## config.mk

```make
export PLATFORM = sky130hd
export DESIGN_NAME = dram_bank_seq
export DESIGN_NICKNAME = d
export VERILOG_FILES = /design/src/rtl/dram_seq_pkg.sv /design/src/rtl/seq_wait_timer.sv /design/src/rtl/bank_row_table.sv /design/src/rtl/dram_bank_seq.sv
export SDC_FILE = /design/constraint.sdc
export NUM_CORES = 1
export LEC_CHECK = 0
export BUFFER_PORTS_ARGS = -buffer_cell sky130_fd_sc_hd__buf_4
export CAP_MARGIN = 20
export CORE_ASPECT_RATIO = 0.7
export CORE_MARGIN = 2
export CORE_UTILIZATION = 44
export DETAILED_ROUTE_END_ITERATION = 6
export HOLD_SLACK_MARGIN = 0.05
export PLACE_DENSITY = 0.69
export SETUP_SLACK_MARGIN = 0.4
export SYNTH_ARGS = -nofsm -noshare
export SYNTH_HDL_FRONTEND = slang
export SYNTH_HIERARCHICAL = 1
export SYNTH_SLANG_ARGS = --single-unit
export TNS_END_PERCENT = 5
```

## constraint.sdc

```tcl
create_clock -name clk -period 1.9 [get_ports clk]
set_input_delay 0.38 -clock clk [delete_from_list [all_inputs] [get_ports clk]]
set_output_delay 0.38 -clock clk [all_outputs]
set_load 0.02 [all_outputs]
```

## src/rtl/dram_seq_pkg.sv

```systemverilog
package dram_seq_pkg;

    typedef enum logic [2:0] {
        CMD_NOP = 3'd0,
        CMD_ACT = 3'd1,
        CMD_RD  = 3'd2,
        CMD_WR  = 3'd3,
        CMD_PRE = 3'd4
    } dram_cmd_e;

    typedef enum logic [2:0] {
        ST_IDLE,
        ST_PRE,
        ST_WAIT_RP,
        ST_ACT,
        ST_WAIT_RCD,
        ST_COL,
        ST_WAIT_CL
    } seq_state_e;

endpackage

```

## src/rtl/seq_wait_timer.sv

```systemverilog
module seq_wait_timer #(
    parameter int CW = 4
) (
    input  logic          clk,
    input  logic          rst_n,
    input  logic          load,
    input  logic [CW-1:0] load_val,
    output logic          expire
);
    logic [CW-1:0] cnt;

    always_ff @(posedge clk) begin
        if (!rst_n)
            cnt <= '0;
        else if (load)
            cnt <= load_val;
        else if (cnt != '0)
            cnt <= cnt - 1'b1;
    end

    assign expire = (cnt == CW'(1));
endmodule

```

## src/rtl/bank_row_table.sv

```systemverilog
module bank_row_table #(
    parameter int NB    = 4,
    parameter int ROW_W = 12,
    localparam int BW   = $clog2(NB)
) (
    input  logic                      clk,
    input  logic                      rst_n,
    input  logic                      open_en,
    input  logic                      close_en,
    input  logic [BW-1:0]             sel_bank,
    input  logic [ROW_W-1:0]          sel_row,
    output logic [NB-1:0]             open_vec,
    output logic [NB-1:0][ROW_W-1:0]  row_vec
);
    for (genvar b = 0; b < NB; b++) begin : g_bank
        always_ff @(posedge clk) begin
            if (!rst_n) begin
                open_vec[b] <= 1'b0;
                row_vec[b]  <= '0;
            end else if (sel_bank == BW'(b)) begin
                if (open_en) begin
                    open_vec[b] <= 1'b1;
                    row_vec[b]  <= sel_row;
                end else if (close_en) begin
                    open_vec[b] <= 1'b0;
                end
            end
        end
    end
endmodule

```

## src/rtl/dram_bank_seq.sv

```systemverilog
module dram_bank_seq
    import dram_seq_pkg::*;
#(
    parameter int NB    = 4,
    parameter int ROW_W = 12,
    parameter int COL_W = 8,
    parameter int DQ_W  = 16,
    parameter int T_RP  = 2,
    parameter int T_RCD = 3,
    parameter int T_CL  = 2,
    localparam int BW   = $clog2(NB),
    localparam int AW   = (ROW_W > COL_W) ? ROW_W : COL_W
) (
    input  logic              clk,
    input  logic              rst_n,
    input  logic              req_valid,
    output logic              req_ready,
    input  logic              req_write,
    input  logic [BW-1:0]     req_bank,
    input  logic [ROW_W-1:0]  req_row,
    input  logic [COL_W-1:0]  req_col,
    input  logic [DQ_W-1:0]   req_wdata,
    output logic              rsp_valid,
    output logic [DQ_W-1:0]   rsp_rdata,
    output logic [2:0]        dram_cmd,
    output logic [BW-1:0]     dram_bank,
    output logic [AW-1:0]     dram_addr,
    output logic [DQ_W-1:0]   dram_wdata,
    input  logic [DQ_W-1:0]   dram_rdata
);
    localparam int MAXD = (T_RP > T_RCD) ? ((T_RP > T_CL) ? T_RP : T_CL)
                                         : ((T_RCD > T_CL) ? T_RCD : T_CL);
    localparam int CW   = $clog2(MAXD + 1) + 1;

    seq_state_e state, nxt;

    logic [BW-1:0]            lat_bank;
    logic [ROW_W-1:0]         lat_row;
    logic [COL_W-1:0]         lat_col;
    logic                     lat_wr;
    logic [DQ_W-1:0]          lat_wdata;
    logic                     accept;
    logic [NB-1:0]            bank_open;
    logic [NB-1:0][ROW_W-1:0] bank_row;
    logic                     tmr_load;
    logic [CW-1:0]            tmr_val;
    logic                     tmr_exp;
    logic                     req_hit_open;
    logic                     req_row_same;

    assign accept       = req_valid && req_ready;
    assign req_hit_open = bank_open[req_bank];
    assign req_row_same = (bank_row[req_bank] == req_row);

    bank_row_table #(.NB(NB), .ROW_W(ROW_W)) u_rows (
        .clk      (clk),
        .rst_n    (rst_n),
        .open_en  (state == ST_ACT),
        .close_en (state == ST_PRE),
        .sel_bank (lat_bank),
        .sel_row  (lat_row),
        .open_vec (bank_open),
        .row_vec  (bank_row)
    );

    always_comb begin
        tmr_load = 1'b0;
        tmr_val  = '0;
        unique case (state)
            ST_PRE: begin tmr_load = 1'b1; tmr_val = CW'(T_RP - 1);  end
            ST_ACT: begin tmr_load = 1'b1; tmr_val = CW'(T_RCD - 1); end
            ST_COL: begin tmr_load = 1'b1; tmr_val = CW'(T_CL);      end
            default: ;
        endcase
    end

    seq_wait_timer #(.CW(CW)) u_tmr (
        .clk      (clk),
        .rst_n    (rst_n),
        .load     (tmr_load),
        .load_val (tmr_val),
        .expire   (tmr_exp)
    );

    // state register
    always_ff @(posedge clk) begin
        if (!rst_n) state <= ST_IDLE;
        else        state <= nxt;
    end

    // request latch
    always_ff @(posedge clk) begin
        if (!rst_n) begin
            lat_bank  <= '0;
            lat_row   <= '0;
            lat_col   <= '0;
            lat_wr    <= 1'b0;
            lat_wdata <= '0;
        end else if (accept) begin
            lat_bank  <= req_bank;
            lat_row   <= req_row;
            lat_col   <= req_col;
            lat_wr    <= req_write;
            lat_wdata <= req_wdata;
        end
    end

    // next-state logic
    always_comb begin
        nxt = state;
        unique case (state)
            ST_IDLE: begin
                if (accept) begin
                    if (req_hit_open && req_row_same) nxt = ST_COL;
                    else if (req_hit_open)            nxt = ST_PRE;
                    else                              nxt = ST_ACT;
                end
            end
            ST_PRE:      nxt = (T_RP > 1) ? ST_WAIT_RP : ST_ACT;
            ST_WAIT_RP:  if (tmr_exp) nxt = ST_ACT;
            ST_ACT:      nxt = (T_RCD > 1) ? ST_WAIT_RCD : ST_COL;
            ST_WAIT_RCD: if (tmr_exp) nxt = ST_COL;
            ST_COL:      nxt = lat_wr ? ST_IDLE : ST_WAIT_CL;
            ST_WAIT_CL:  if (tmr_exp) nxt = ST_IDLE;
            default:     nxt = ST_IDLE;
        endcase
    end

    // outputs
    always_comb begin
        dram_cmd   = CMD_NOP;
        dram_bank  = lat_bank;
        dram_addr  = '0;
        dram_wdata = lat_wdata;
        req_ready  = 1'b0;
        unique case (state)
            ST_IDLE: req_ready = 1'b1;
            ST_PRE:  dram_cmd  = CMD_PRE;
            ST_ACT: begin
                dram_cmd              = CMD_ACT;
                dram_addr[ROW_W-1:0]  = lat_row;
            end
            ST_COL: begin
                dram_cmd              = lat_wr ? CMD_WR : CMD_RD;
                dram_addr[COL_W-1:0]  = lat_col;
            end
            default: ;
        endcase
    end

    // read response
    always_ff @(posedge clk) begin
        if (!rst_n) begin
            rsp_valid <= 1'b0;
            rsp_rdata <= '0;
        end else begin
            rsp_valid <= (state == ST_WAIT_CL) && tmr_exp;
            if ((state == ST_WAIT_CL) && tmr_exp)
                rsp_rdata <= dram_rdata;
        end
    end
endmodule

```

==> results of run 1 <==
## worst max-delay path, stage by stage, from the launching register on
cell     delay [ns]
dfxtp_4        0.42
and3_1         0.24
buf_6          0.18
a22o_1         0.17
buf_6          0.12
## power groups by stage
| stage | Clock (W) | Combinational [W] | Sequential (W) |
|---|---|---|---|
| after global placement | 0 | 0.000916 | 0.00265 |
| after floorplan | 0 | 0.000543 | 0.00267 |
| final | 0.00361 | 0.00101 | 0.00263 |
| after global routing | 0.00377 | 0.00111 | 0.00264 |
| after CTS | 0.00366 | 0.000996 | 0.00262 |
| after detailed placement | 0 | 0.000944 | 0.00266 |
## cell type report
| type | instances | area [um^2] |
|---|---|---|
| Timing Repair Buffer | 139 | 1222 |
| Multi-Input combinational cell | 375 | 2531 |
| Inverter | 6 | 30.03 |
| Clock inverter | 9 | 201.4 |
| Fill cell | 900 | 4066 |
| Sequential cell | 114 | 2300 |
| Tap cell | 153 | 191.4 |
| Clock buffer | 23 | 467.9 |
## through the flow
stage                     power, W   TNS, ns  util, %
after floorplan           0.003216         0        -
after global placement    0.003568  -0.06197    55.19
after detailed placement  0.003604  -0.08356    55.19
after CTS                 0.007273   -0.2951    62.53
after global routing      0.007521   -0.7280    63.07
final                     0.007251  -0.03664    63.07
## layer usage
metal / wire length, um / GRT usage (%) / up-vias
met5: 0 / 0 / -
met4: 175 / 6.472 / 0
met3: 633 / 6.124 / 14
met2: 6212 / 35.41 / 87
met1: 5964 / 29.13 / 2050
li1: - / - / 2041
## cells in the final DEF (no fill, tap or decap), types with 3 or more instances in the layout
cell	instances
xnor2_1	8
nand4_1	4
mux4_2	13
and3_1	3
o21ai_0	4
buf_6	21
clkbuf_1	4
nand2_1	173
clkbuf_16	17
a22o_1	9
a21oi_1	3
bufinv_16	6
and2_4	3
buf_12	8
dfxtp_4	3
mux2i_1	48
dfxtp_1	106
xor2_1	5
buf_4	110
a21boi_1	8
dfxtp_2	5
o22ai_1	3
nor2b_1	4
and2_1	4
ha_1	3
inv_1	3
a21boi_0	47
## Yosys cell counts, types with 3 or more instances
cell type  instances  area [um^2]
nand4_1            4        25.02
xor2_1             5        43.79
a22o_1             9        78.83
nor3_1             3        15.01
mux2i_1           48        480.5
clkbuf_1          26        97.59
buf_2              6        30.03
buf_6              3        33.78
ha_1               3        37.54
inv_1              6        22.52
nor2b_1            5        31.28
xnor2_1            8        70.07
nand2_1          175        656.9
dfxtp_1          114         2282
o21ai_0            4        20.02
a21boi_0          55        412.9
mux4_2            13        292.8
and3_1             3        18.77
and2_1             7        43.79
a21oi_1            4        20.02
o22ai_1            3        18.77
buf_1              3        11.26
and3b_1            3        26.28
## kinds of logic (layout without fill, tap and decap cells)
group / after synthesis / count (layout) / synth area share [%]
muxes: 61 / 61 / 15.55
and+or+nand+nor: 215 / 215 / 18.73
buffers and inverters: 46 / 177 / 4.379
AOI/OAI and AO/OA: 82 / 82 / 12.31
xor gates and xnor gates: 13 / 13 / 2.290
adders and majority gates: 3 / 3 / 0.7552
DFF: 114 / 114 / 45.91
other: 1 / 1 / 0.07544
## final timing paths
| kind | start | endpoint | slack (ns) | cells past startpoint |
|---|---|---|---|---|
| worst max-delay path | state[2] | dram_addr[2] | -0.02 | 4 |
| worst max register to register | u_rows/row_vec[41] | state[2] | 0.13 | 5 |
| worst min register to register | u_rows/open_vec[1] | u_rows/open_vec[1] | 0.46 | 2 |
| worst min-delay path | dram_rdata[6] | rsp_rdata[6] | 0.23 | 3 |
## timing repair
item	4_1_cts	5_1_grt
gates resized for setup	40	21
setup endpoints to repair	110	119
setup buffers	2	2
pin swaps	12	11
cloned	0	0
## registers in the layout, indices dropped and copies added, names as in the netlist
| register | count |
|---|---|
| dram_bank | 2 |
| dram_wdata | 16 |
| lat_col | 8 |
| lat_row | 12 |
| lat_wr | 1 |
| rsp_rdata | 16 |
| rsp_valid | 1 |
| state | 3 |
| u_rows/open_vec | 4 |
| u_rows/row_vec | 48 |
| u_tmr/cnt | 3 |
==> results.cfg, run 1 <==
[global_route]
globalRouteTotalUtil_pct = 22.10
grt_remaining_overflow = 0
grt_pass1_wl_um = 20800
grt_max_degree = 37
antenna_found_initial = 0
grt_pass1_vias = 4131

[yosys]
yosysWarnings = 6
seq_area_frac_synth_pct = 45.91
synthArstFlopShare_pct = 0
syn-num-nets = 596
syn_area_um2 = 4971
synth_edf_count = 0
synth_cells = 535
synth_cell_types = 43
synth_area_per_cell_um2 = 9.292
ys_seq_elements = 114
synthFlopType = dfxtp_1

[clock_network]
cts_hold_buf = 0
clk_path_buf_depth = 2
h-tree-depth = 4
clkLatencyLatePin_ns = 0.41
cts_tree = built
cts_buffers = 17
cts-root-buf = clkbuf_16
clock-sinks = 114
path_clk_slew_ns = 0.06

[placed_design]
placed_cells = 783
port-buffer-count = 108
place_congestion = 0.8213
dp_hpwl_um = 9074
placed_cell_area_um2 = 6077
pre_cts_ws_ns = -0.08356

[sta]
fin_crit_sh_pct = 100.9
grt_setup_unrepaired = true
slew_viol_final = 0
whs_ns = 0.2288
fmax_mhz = 521.7
finalSetupViolations = 5
finalClockSkew_ns = 0.007360
hold_viol_final = 0
min_period_ns = 1.917
setup_slack_ns = -0.01697

[routing]
drc_errors = 0
totalWireLength_um = 12990
routedWlPerCell_um = 15.85
avgViaCountPerCell = 5.118
dr.pass1.iters = 4
drt_iter0_markers = 278
vias = 4192
drt.antenna.violating_nets = 0

[power]
seqPwrFrac_pct = 36.2
p_comb_share_pct = 14.0
clkPwrFrac_pct = 49.8
irDropWorstVdd_v = 0.0006627
p_int_w = 0.005536
leakagePower_nw = 2.989
netSwitchingFraction_pct = 23.65
p_per_area_nw_per_um2 = 1044
p_switching_w = 0.001715

[worst_setup_path]
required_ns = 1.52
cp.arrival_ns = 1.54
worst_setup_path_end_kind = output port
start_kind = register
crit_fanout = 8
critPathKind = reg -> out

[final_layout]
nets = 714
diodes = 0
final_cells = 819
area.growth.synth_to_final_pct = 39.69
layout-drive-gt1-share_pct = 30.78
final_cell_area_um2 = 6944

[status]
outcome = complete, but fails checks
violations = negative setup slack

[hold_path]
min_path_type = in -> reg

[flow_run]
cap_viol_max_count = 0

[floorplan]
die-height_um = 92.93
die-area_um2 = 12180
core_region_area_um2 = 11010
ios = 109
initial_core_util_pct = 45.15
fp-row-count = 32
die_w_um = 131.0
Note: power is estimated with default switching activity, not from simulation.
==> run 2: changes to the inputs <==
- BUFFER_PORTS_ARGS: -buffer_cell sky130_fd_sc_hd__buf_4 -> -buffer_cell sky130_fd_sc_hd__buf_2
==> run 2 against run 1 <==
Compared with the run above: the flow still finishes with violations (negative setup slack); largest power group unchanged; wire length is 0.83% lower; count of clock-buffer cells in the layout is 2 lower; hold slack worse by 0.0028 ns.
==> results.cfg, run 2 (synthesis results as in run 1) <==
[clock_network]
h-tree-depth = 4
cts_tree = built
clk_path_buf_depth = 2
clkLatencyLatePin_ns = 0.41
cts-root-buf = clkbuf_16
cts_buffers = 17
path_clk_slew_ns = 0.05
clock-sinks = 114

[sta]
min_period_ns = 1.930
slew_viol_final = 0
fin_crit_sh_pct = 101.6
grt_setup_unrepaired = true
finalClockSkew_ns = 0.009327
hold_viol_final = 0
finalSetupViolations = 9
whs_ns = 0.2260
fmax_mhz = 518.1
setup_slack_ns = -0.03020

[placed_design]
dp_hpwl_um = 8996
placed_cell_area_um2 = 5822
place_congestion = 0.8134
port-buffer-count = 108

[worst_setup_path]
worst_setup_path_end_kind = output port
critical_path_buf_inv_count = 3
critPathMaxStageDelay_ns = 0.39
crit_path_top_delay_cell = dfxtp_4
cp_top_family = flip-flops
required_ns = 1.52
cp_common_cell = buf_6
start_kind = register
cp.arrival_ns = 1.55
path_cells = inv_8 -> nor3_4 -> buf_6 -> a22o_1 -> buf_6
crit_fanout = 8
critPathKind = reg -> out

[final_layout]
register_area_um2 = 2301
layout_common_cells = nand2_1 (174), dfxtp_1 (105), buf_2 (91), a21boi_0 (51), mux2i_1 (48)
final_cell_area_um2 = 6709
layout-drive-gt1-share_pct = 31.88
regMostFlops = u_rows/row_vec
post-route-util_pct = 60.93
nets = 714
n_fill_cell = 924
diodes = 0
largest_register_ffs = 48
area.growth.synth_to_final_pct = 34.96
layout_commonest_cell = nand2_1
multi_input_comb_area_um2 = 2570

[routing]
drc_errors = 0
totalWireLength_um = 12880
drt_iter0_markers = 164
drt.antenna.violating_nets = 0
avgViaCountPerCell = 5.087
vias = 4161
routedWlPerCell_um = 15.74
dr.pass1.iters = 5

[status]
outcome = complete, but fails checks
violations = negative setup slack

[floorplan]
core_region_area_um2 = 11010
die_w_um = 131.0
die-area_um2 = 12180
initial_core_util_pct = 45.15
die-height_um = 92.93
fp-row-count = 32
ios = 109

[global_route]
gr-usage-met3_pct = 6.875
grt_remaining_overflow = 0
grt_pass1_wl_um = 20600
groute.layer.met2.usage_pct = 35.23
busiest_layer = met2
globalRouteTotalUtil_pct = 22.02
grt_pass1_vias = 4150
antenna_found_initial = 0
met1_usage_pct = 29.01
grt_max_degree = 42

[flow_run]
cap_viol_max_count = 0

[power]
irDropWorstVdd_v = 0.0006806
leakagePower_nw = 2.909
p_per_area_nw_per_um2 = 1039

[hold_path]
min_path_type = in -> reg
run 2: cell types whose count changed in the layout (fill, tap and decap cells not counted), sizes merged:
cell / change
bufinv: -2
clkbuf: -2
clkinv: +1
clkinvlp: +2
run 2: worst paths after layout:
path	startpoint	slack, ns	cells after the start	to
worst max-delay path	state[0]	-0.03	5	dram_addr[5]
worst min-delay path	req_wdata[0]	0.23	3	dram_wdata[0]
worst max register to register	u_rows/row_vec[41]	0.16	5	state[2]
worst min register to register	dram_wdata[15]	0.46	2	dram_wdata[15]
run 2: stage by stage:
stage               total power (W)  setup TNS (ns)  setup slack, ns  cells
finish                     0.006972        -0.09813         -0.03020    818
global route               0.007267          -1.014          -0.1020    818
CTS                        0.006950        -0.06092         -0.02228    816
detailed placement         0.003555         -0.1275          -0.1275    783
global placement           0.003505         -0.1240          -0.1240    783
floorplan                  0.003216               0           0.1003    535
run 2: metal layers:
| layer | part of all wire (%) | up-vias |
|---|---|---|
| met2 | 47 | 99 |
| met4 | 1.7 | 0 |
| met1 | 46 | 1992 |
| li1 | - | 2048 |
| met3 | 5.0 | 22 |
| met5 | 0 | - |
run 2: worst min-delay path: cells and delay by family:
kind,cells,cell delay [ns]
buf+inv,1,0.09
compound gates,1,0.06
simple gates,1,0.04
run 2: repair_timing:
item / 4_1_cts / 5_1_grt
endpoints found under the hold margin: 0 / 0
hold buffers: 0 / 0
setup endpoints to repair: 119 / 95
buffers inserted: 2 / 2
pin swaps: 8 / 15
resized for setup: 33 / 46
run 2: where the power goes:
group	internal (W)	total [W]	switching, W
clock network	0.00225	0.00333	0.00108
logic	0.000453	0.00100	0.000552
registers	0.00252	0.00264	0.000119
run 2: layout make-up:
cell class / count / share of cell area, %
Clock buffer: 21 / 6.863
Clock inverter: 10 / 2.350
Inverter: 6 / 0.5222
Multi-Input combinational cell: 375 / 38.31
Sequential cell: 114 / 34.30
Tap cell: 153 / 2.853
Timing Repair Buffer: 139 / 14.81
